==> config.mk <==
export PLATFORM = sky130hd
export DESIGN_NAME = tsi_core
export DESIGN_NICKNAME = d
export VERILOG_FILES = /design/src/rtl/tsi_pkg.sv /design/src/rtl/tsi_slot_timer.sv /design/src/rtl/tsi_conn_mem.sv /design/src/rtl/tsi_read_sel.sv /design/src/rtl/tsi_bank_mem.sv /design/src/rtl/tsi_core.sv
export SDC_FILE = /design/constraint.sdc
export NUM_CORES = 1
export LEC_CHECK = 0
export ABC_AREA = 0
export ABC_CLOCK_PERIOD_IN_PS = 5000
export BUFFER_PORTS_ARGS = -buffer_cell sky130_fd_sc_hd__buf_2
export CORE_MARGIN = 2
export CORE_UTILIZATION = 50
export CTS_BUF_LIST = sky130_fd_sc_hd__clkbuf_16
export DETAILED_ROUTE_END_ITERATION = 7
export PLACE_DENSITY = 0.65
export SLEW_MARGIN = 10
export SYNTH_ARGS = -nofsm -noshare
export SYNTH_HDL_FRONTEND = slang
export SYNTH_SLANG_ARGS = --single-unit
==> constraint.sdc <==
create_clock -name clk -period 5 [get_ports clk]
set_input_delay 0.25 -clock clk [delete_from_list [all_inputs] [get_ports clk]]
set_output_delay 0.25 -clock clk [all_outputs]
set_load 0.02 [all_outputs]
==> src/rtl/tsi_pkg.sv <==
package tsi_pkg;
  typedef enum logic {
    DLY_VARIABLE = 1'b0,
    DLY_CONSTANT = 1'b1
  } dly_mode_e;

  // constant mode holds each frame this many frames before reading it out
  localparam int HOLD_FRAMES = 2;
  localparam int NBANKS      = HOLD_FRAMES + 1;
  localparam int BANK_W      = $clog2(NBANKS);
  // variable mode: minimum slot lead for an in-frame read
  localparam int MIN_LEAD    = 3;

  typedef logic [BANK_W-1:0] bank_t;
endpackage

==> src/rtl/tsi_slot_timer.sv <==
module tsi_slot_timer
  import tsi_pkg::*;
#(
  parameter int SLOTS  = 32,
  parameter int DATA_W = 8,
  localparam int SW    = $clog2(SLOTS)
) (
  input  logic              clk,
  input  logic              rst,
  input  logic              frame_pulse,
  input  logic [DATA_W-1:0] in_data,
  input  logic              mode_sel,
  output logic [SW-1:0]     nxt_slot,
  output logic [SW-1:0]     slot_q,
  output bank_t             wbank_q,
  output dly_mode_e         mode_q,
  output logic              live_q,
  output logic [DATA_W-1:0] data_q
);
  localparam logic [SW-1:0] LAST = SW'(SLOTS - 1);

  logic wrap;
  logic advance;

  assign wrap     = (slot_q == LAST);
  assign nxt_slot = (frame_pulse || wrap) ? '0 : slot_q + 1'b1;
  assign advance  = frame_pulse || (live_q && wrap);

  always_ff @(posedge clk) begin
    if (rst) begin
      live_q  <= 1'b0;
      slot_q  <= '0;
      wbank_q <= '0;
      mode_q  <= DLY_VARIABLE;
      data_q  <= '0;
    end else begin
      data_q <= in_data;
      if (frame_pulse) live_q <= 1'b1;
      if (live_q || frame_pulse) slot_q <= nxt_slot;
      if (advance) begin
        wbank_q <= (wbank_q == bank_t'(NBANKS - 1)) ? bank_t'(0) : wbank_q + bank_t'(1);
        mode_q  <= dly_mode_e'(mode_sel);
      end
    end
  end

  a_r1_pulse_aligns: assert property (@(posedge clk) disable iff (rst)
    frame_pulse |=> (live_q && slot_q == '0));
  a_r2_wrap: assert property (@(posedge clk) disable iff (rst)
    (live_q && wrap && !frame_pulse) |=> (slot_q == '0));
  a_r2_step: assert property (@(posedge clk) disable iff (rst)
    (live_q && !wrap && !frame_pulse) |=> (slot_q == $past(slot_q) + 1'b1));
  a_r8_mode_hold: assert property (@(posedge clk) disable iff (rst)
    !advance |=> $stable(mode_q));
  a_r7_bank_hold: assert property (@(posedge clk) disable iff (rst)
    !advance |=> $stable(wbank_q));
  a_r7_bank_range: assert property (@(posedge clk) disable iff (rst)
    live_q |-> (wbank_q < bank_t'(NBANKS)));
endmodule

==> src/rtl/tsi_conn_mem.sv <==
module tsi_conn_mem #(
  parameter int SLOTS = 32,
  localparam int SW   = $clog2(SLOTS)
) (
  input  logic          clk,
  input  logic          we,
  input  logic [SW-1:0] waddr,
  input  logic [SW-1:0] wsrc,
  input  logic [SW-1:0] raddr,
  output logic [SW-1:0] rsrc_q
);
  logic [SW-1:0] map_mem [SLOTS];

  // read-before-write on the same address: the old entry is returned
  always_ff @(posedge clk) begin
    if (we) map_mem[waddr] <= wsrc;
    rsrc_q <= map_mem[raddr];
  end
endmodule

==> src/rtl/tsi_read_sel.sv <==
module tsi_read_sel
  import tsi_pkg::*;
#(
  parameter int SLOTS = 32,
  localparam int SW   = $clog2(SLOTS)
) (
  input  dly_mode_e     mode,
  input  logic [SW-1:0] slot,
  input  logic [SW-1:0] src,
  input  bank_t         wbank,
  output bank_t         rd_bank
);
  bank_t oldest;
  bank_t previous;
  logic  in_frame;

  always_comb begin
    oldest   = (wbank == bank_t'(NBANKS - 1)) ? bank_t'(0) : wbank + bank_t'(1);
    previous = (wbank == bank_t'(0)) ? bank_t'(NBANKS - 1) : wbank - bank_t'(1);
    in_frame = ({1'b0, src} + (SW+1)'(MIN_LEAD)) <= {1'b0, slot};
    if (mode == DLY_CONSTANT) rd_bank = oldest;
    else if (in_frame)        rd_bank = wbank;
    else                      rd_bank = previous;
  end
endmodule

==> src/rtl/tsi_bank_mem.sv <==
module tsi_bank_mem
  import tsi_pkg::*;
#(
  parameter int SLOTS  = 32,
  parameter int DATA_W = 8,
  localparam int SW    = $clog2(SLOTS)
) (
  input  logic              clk,
  input  logic              rst,
  input  logic              wr_en,
  input  bank_t             wr_bank,
  input  logic [SW-1:0]     wr_slot,
  input  logic [DATA_W-1:0] wr_data,
  input  bank_t             rd_bank,
  input  logic [SW-1:0]     rd_slot,
  output logic [DATA_W-1:0] rd_data
);
  logic [DATA_W-1:0] bank_rd [NBANKS];
  bank_t             rd_bank_q;

  for (genvar b = 0; b < NBANKS; b++) begin : g_bank
    logic [DATA_W-1:0] cells [SLOTS];
    logic [DATA_W-1:0] rq;
    always_ff @(posedge clk) begin
      if (wr_en && wr_bank == bank_t'(b)) cells[wr_slot] <= wr_data;
      rq <= cells[rd_slot];
    end
    assign bank_rd[b] = rq;
  end

  always_ff @(posedge clk) rd_bank_q <= rd_bank;

  always_comb begin
    rd_data = '0;
    for (int b = 0; b < NBANKS; b++)
      if (rd_bank_q == bank_t'(b)) rd_data = bank_rd[b];
  end

  // an in-frame read never targets the cell being written this cycle
  a_r4_no_collision: assert property (@(posedge clk) disable iff (rst)
    (wr_en && rd_bank == wr_bank) |-> (rd_slot != wr_slot));
endmodule

==> src/rtl/tsi_core.sv <==
module tsi_core
  import tsi_pkg::*;
#(
  parameter int SLOTS  = 32,
  parameter int DATA_W = 8,
  localparam int SW    = $clog2(SLOTS)
) (
  input  logic              clk,
  input  logic              rst,
  input  logic              frame_pulse,
  input  logic [DATA_W-1:0] in_data,
  input  logic              mode_sel,
  input  logic              cm_we,
  input  logic [SW-1:0]     cm_addr,
  input  logic [SW-1:0]     cm_src,
  output logic              out_valid,
  output logic              out_frame_start,
  output logic [SW-1:0]     out_slot,
  output logic [DATA_W-1:0] out_data
);
  logic [SW-1:0]     nxt_slot;
  logic [SW-1:0]     slot_q;
  bank_t             wbank_q;
  dly_mode_e         mode_q;
  logic              live_q;
  logic [DATA_W-1:0] data_q;
  logic [SW-1:0]     src_q;
  bank_t             rd_bank;
  logic [DATA_W-1:0] rd_data;
  logic              valid_b;
  logic [SW-1:0]     slot_b;

  tsi_slot_timer #(.SLOTS(SLOTS), .DATA_W(DATA_W)) i_timer (
    .clk(clk), .rst(rst), .frame_pulse(frame_pulse), .in_data(in_data),
    .mode_sel(mode_sel), .nxt_slot(nxt_slot), .slot_q(slot_q),
    .wbank_q(wbank_q), .mode_q(mode_q), .live_q(live_q), .data_q(data_q)
  );

  tsi_conn_mem #(.SLOTS(SLOTS)) i_conn (
    .clk(clk), .we(cm_we), .waddr(cm_addr), .wsrc(cm_src),
    .raddr(nxt_slot), .rsrc_q(src_q)
  );

  tsi_read_sel #(.SLOTS(SLOTS)) i_sel (
    .mode(mode_q), .slot(slot_q), .src(src_q), .wbank(wbank_q), .rd_bank(rd_bank)
  );

  tsi_bank_mem #(.SLOTS(SLOTS), .DATA_W(DATA_W)) i_mem (
    .clk(clk), .rst(rst), .wr_en(live_q), .wr_bank(wbank_q), .wr_slot(slot_q),
    .wr_data(data_q), .rd_bank(rd_bank), .rd_slot(src_q), .rd_data(rd_data)
  );

  always_ff @(posedge clk) begin
    if (rst) begin
      valid_b         <= 1'b0;
      slot_b          <= '0;
      out_valid       <= 1'b0;
      out_frame_start <= 1'b0;
      out_slot        <= '0;
      out_data        <= '0;
    end else begin
      valid_b         <= live_q;
      slot_b          <= slot_q;
      out_valid       <= valid_b;
      out_frame_start <= valid_b && (slot_b == '0);
      out_slot        <= slot_b;
      out_data        <= rd_data;
    end
  end

  a_r5_close_source_prev: assert property (@(posedge clk) disable iff (rst)
    (live_q && mode_q == DLY_VARIABLE && ({1'b0, src_q} + (SW+1)'(MIN_LEAD)) > {1'b0, slot_q})
      |-> (rd_bank != wbank_q));
  a_r7_const_not_current: assert property (@(posedge clk) disable iff (rst)
    (live_q && mode_q == DLY_CONSTANT) |-> (rd_bank != wbank_q));
  a_r3_valid_stays: assert property (@(posedge clk) disable iff (rst)
    out_valid |=> out_valid);
  a_r1_quiet_before_start: assert property (@(posedge clk) disable iff (rst)
    !live_q |=> !valid_b);
endmodule

==> run_results.csv <==
group,metric,value,unit
timing,setup_viol,0,
logic_synthesis,yosysSeqAreaShare,0.755,
placed_design,routabilityCongestion,0.865,
clock_network,cts_buffers,101,
route,drc,0,
logic_synthesis,synth_top_family_by_area,"multiplexers",
run,cap_viol_max_count,0,
route,routedWlPerCell,26.1,um
logic_synthesis,avgSynthCellArea,19.5,sq um
floorplanning,die_height,282,um
setup_path,worstRegToRegCells,10,
floorplanning,io_pins,38,
route,drt-total-wl,82500,um
timing,finalCritPeriodShare,0.702,
logic_synthesis,ys_async_sr_fraction,0,
clock_network,tritoncts,"yes",
logic_synthesis,synth-seq-cells,997,
timing,hold_violations,0,
logic_synthesis,synth_fa_ha_area_frac,0.00549,
logic_synthesis,synthCells,1981,
timing,relSlewSlack,0.197,
placed_design,port_buffers,37,
floorplanning,std_cell_rows,102,
timing,min_period,3.51,ns
worst_hold_path,hold_class,"in2reg",
grt,grt_pass1_wl,124000,um
timing,clock.fmax,285,MHz
layout,synthToLayoutAreaGrowth,12.2,%
logic_synthesis,synth_edf_count,928,
floorplanning,dieArea,79700,sq um
placed_design,dp_hpwl,49200,um
logic_synthesis,synth_top_cell_area_share,0.720,
logic_synthesis,netlist_top_cells_area,"edfxtp_1 72%, mux4_2 13%, dfxtp_1 3.6%, nor2_1 1.9%, mux2i_1 1.6%",
clock_network,cts-resized-gates,0,
layout,layout_commonest_cell,"edfxtp_1",
setup_path,arrival,4.07,ns
power,leakage,13.9,nW
clock_network,clk_pin_slew_worst_paths,0.06,ns
logic_synthesis,syn_area,38700,sq um
timing,hold-worst-slack,0.135,ns
layout,num-nets-final,2074,
logic_synthesis,synth-main-ff-cell,"edfxtp_1",
grt,antenna_found_initial,0,
logic_synthesis,synthMuxAreaShare,0.150,
route,drtIter0Drc,1823,
setup_path,cp_max_fo,37,
timing,tns,0,ns
clock_network,htreeDepth,3,
clock_network,cts_setup_buffers,0,
clock_network,hold_buffers,9,
outcome,status,"completed",
floorplanning,dieWidth,282,um
power,ir_drop,0.321,mV
setup_path,crit_path_end_kind,"flip-flop",
layout,mostFrequentLayoutCells,"928 x edfxtp_1, 221 x mux4_2, 196 x nor2_1",
clock_network,cts.sinks,997,
grt,grt_pass1_vias,19100,
logic_synthesis,ys_warn_count,0,
clock_network,clk_latency,0.66,ns
route,vias,18800,
power,powerDensity,425,nW/um^2
layout,n_fill_cell,5744,
setup_path,cp.required,5.55,ns
layout,fin_util,0.563,
logic_synthesis,synthSimpleGateAreaFrac,0.0417,
logic_synthesis,yosysTopAreaCell,"edfxtp_1",
logic_synthesis,syn-num-nets,2021,
grt,grt-ovfl-total,0,
setup_path,crit_type,"reg2reg",
timing,rsz0062_at_grt,"false",
setup_path,startpoint,"i_timer.slot_q[1]",
route,final_antenna_net_count,0,
grt,grt_max_degree,97,
power,finalPower,18.5,mW
setup_path,r2r_slack,1.49,ns
logic_synthesis,synth-xor-area-share,0.00113,
setup_path,startpoint_type,"flip-flop",
setup_path,cp-endpoint,"i_conn.rsrc_q[3]",
logic_synthesis,synth-compound-area-share,0.0314,
clock_network,cts_root_buffer,"clkbuf_16",
floorplanning,initial_core_util,0.502,
timing,worstMarginPinSlew,1.20,ns
setup_path,rr_endpoint,"i_conn.rsrc_q[3]",
route,firstDrtPassIters,6,
floorplanning,coreArea,77100,sq um
layout,drive_above_1_share,0.220,
layout,diodes,0,
timing,slew_violations,0,
clock_network,cts_buffer_depth,3,
setup_path,r2r-start,"i_timer.slot_q[1]",
logic_synthesis,synth_cell_types,60,
route,vias_per_cell,5.94,
grt,grt_usage,0.212,
timing,worst_clock_skew,0.0210,ns
==> synthesized netlist by cell type (all sizes together), types with 19 or more instances <==
master and count:
mux4 221, buf 57, dfxtp 69, a21oi 25, a221oi 26, nand2 50
nor2b 22, clkbuf 59, edfxtp 928, nor2 197, o21ai 30, mux2i 61
nand3 19
==> registers in the layout (all words and copies together), names as in the netlist <==
name / count
i_mem.g_bank.cells: 768
i_conn.map_mem: 160
i_mem.g_bank.rq: 24
i_timer.data_q: 8
out_data: 8
i_conn.rsrc_q: 5
i_timer.slot_q: 5
out_slot: 5
slot_b: 5
i_mem.rd_bank_q: 2
i_timer.wbank_q: 2
i_timer.live_q: 1
i_timer.mode_q: 1
out_frame_start: 1
out_valid: 1
valid_b: 1
==> report_power, final <==
part	switching, mW	internal, mW
registers	0.217	9.23
clock network	3.13	4.45
logic	0.769	0.652
total	4.11	14.3
==> per-layer routing <==
metal	vias to the layer above	part of all wire	global-route usage
li1	8175	-	-
met1	9787	0.43	0.306
met2	675	0.48	0.336
met3	152	0.064	0.0361
met4	0	0.028	0.0654
met5	-	0	0
==> layout make-up <==
cell class | instances | area [sq um] | share of cell area
Sequential cell | 997 | 29300 | 0.675
Tap cell | 1040 | 1300 | 0.0300
Clock buffer | 102 | 2550 | 0.0588
Timing Repair Buffer | 66 | 500 | 0.0115
Multi-Input combinational cell | 856 | 8880 | 0.205
Inverter | 12 | 45.0 | 0.00104
Clock inverter | 88 | 847 | 0.0195
==> critical path, cell delays in order (launching register included) <==
cell      delay [ns]
dfxtp_1         0.37
ha_1            0.31
nand2_1         0.26
nor2_1          0.17
ha_1            0.74
nor2_2          0.03
buf_4           0.27
nand2_1         0.55
o211ai_1        0.18
a211o_1         0.31
a31o_1          0.21
==> per-stage QoR <==
stage / cell area [sq um] / instances / setup WS (ns)
after floorplan: 38700 / 1981 / 2.35
after global placement: 39900 / 2962 / 1.67
after detailed placement: 39900 / 2962 / 1.55
after CTS: 43400 / 3161 / 1.54
after global routing: 43400 / 3161 / 1.25
final: 43400 / 3161 / 1.49
==> cell families (layout without fill, tap and decap cells) <==
group,after synthesis,in the layout
flip-flops,997,997
XOR/XNOR,5,5
multiplexers,300,300
buffers and inverters,128,268
adder cells (fa/ha/maj),17,17
AO/OA/AOI/OAI,176,176
AND/OR/NAND/NOR,358,358
==> how the worst min path moves through the flow <==
| stage | end | slack (ns) | cells past startpoint | from |
|---|---|---|---|---|
| 2_1_floorplan | i_conn.map_mem[0][0] | 0.35 | 0 | cm_src[0] |
| 3_3_place_gp | i_timer.data_q[3] | 0.46 | 2 | in_data[3] |
| 3_5_place_dp | out_slot[0] | 0.46 | 1 | slot_b[0] |
| 4_1_cts | i_timer.slot_q[0] | 0.09 | 2 | frame_pulse |
| 5_1_grt | i_conn.map_mem[30][0] | 0.15 | 1 | cm_src[0] |
| 6_report | i_timer.slot_q[0] | 0.13 | 2 | frame_pulse |
Power figures use the tool's default switching activity.
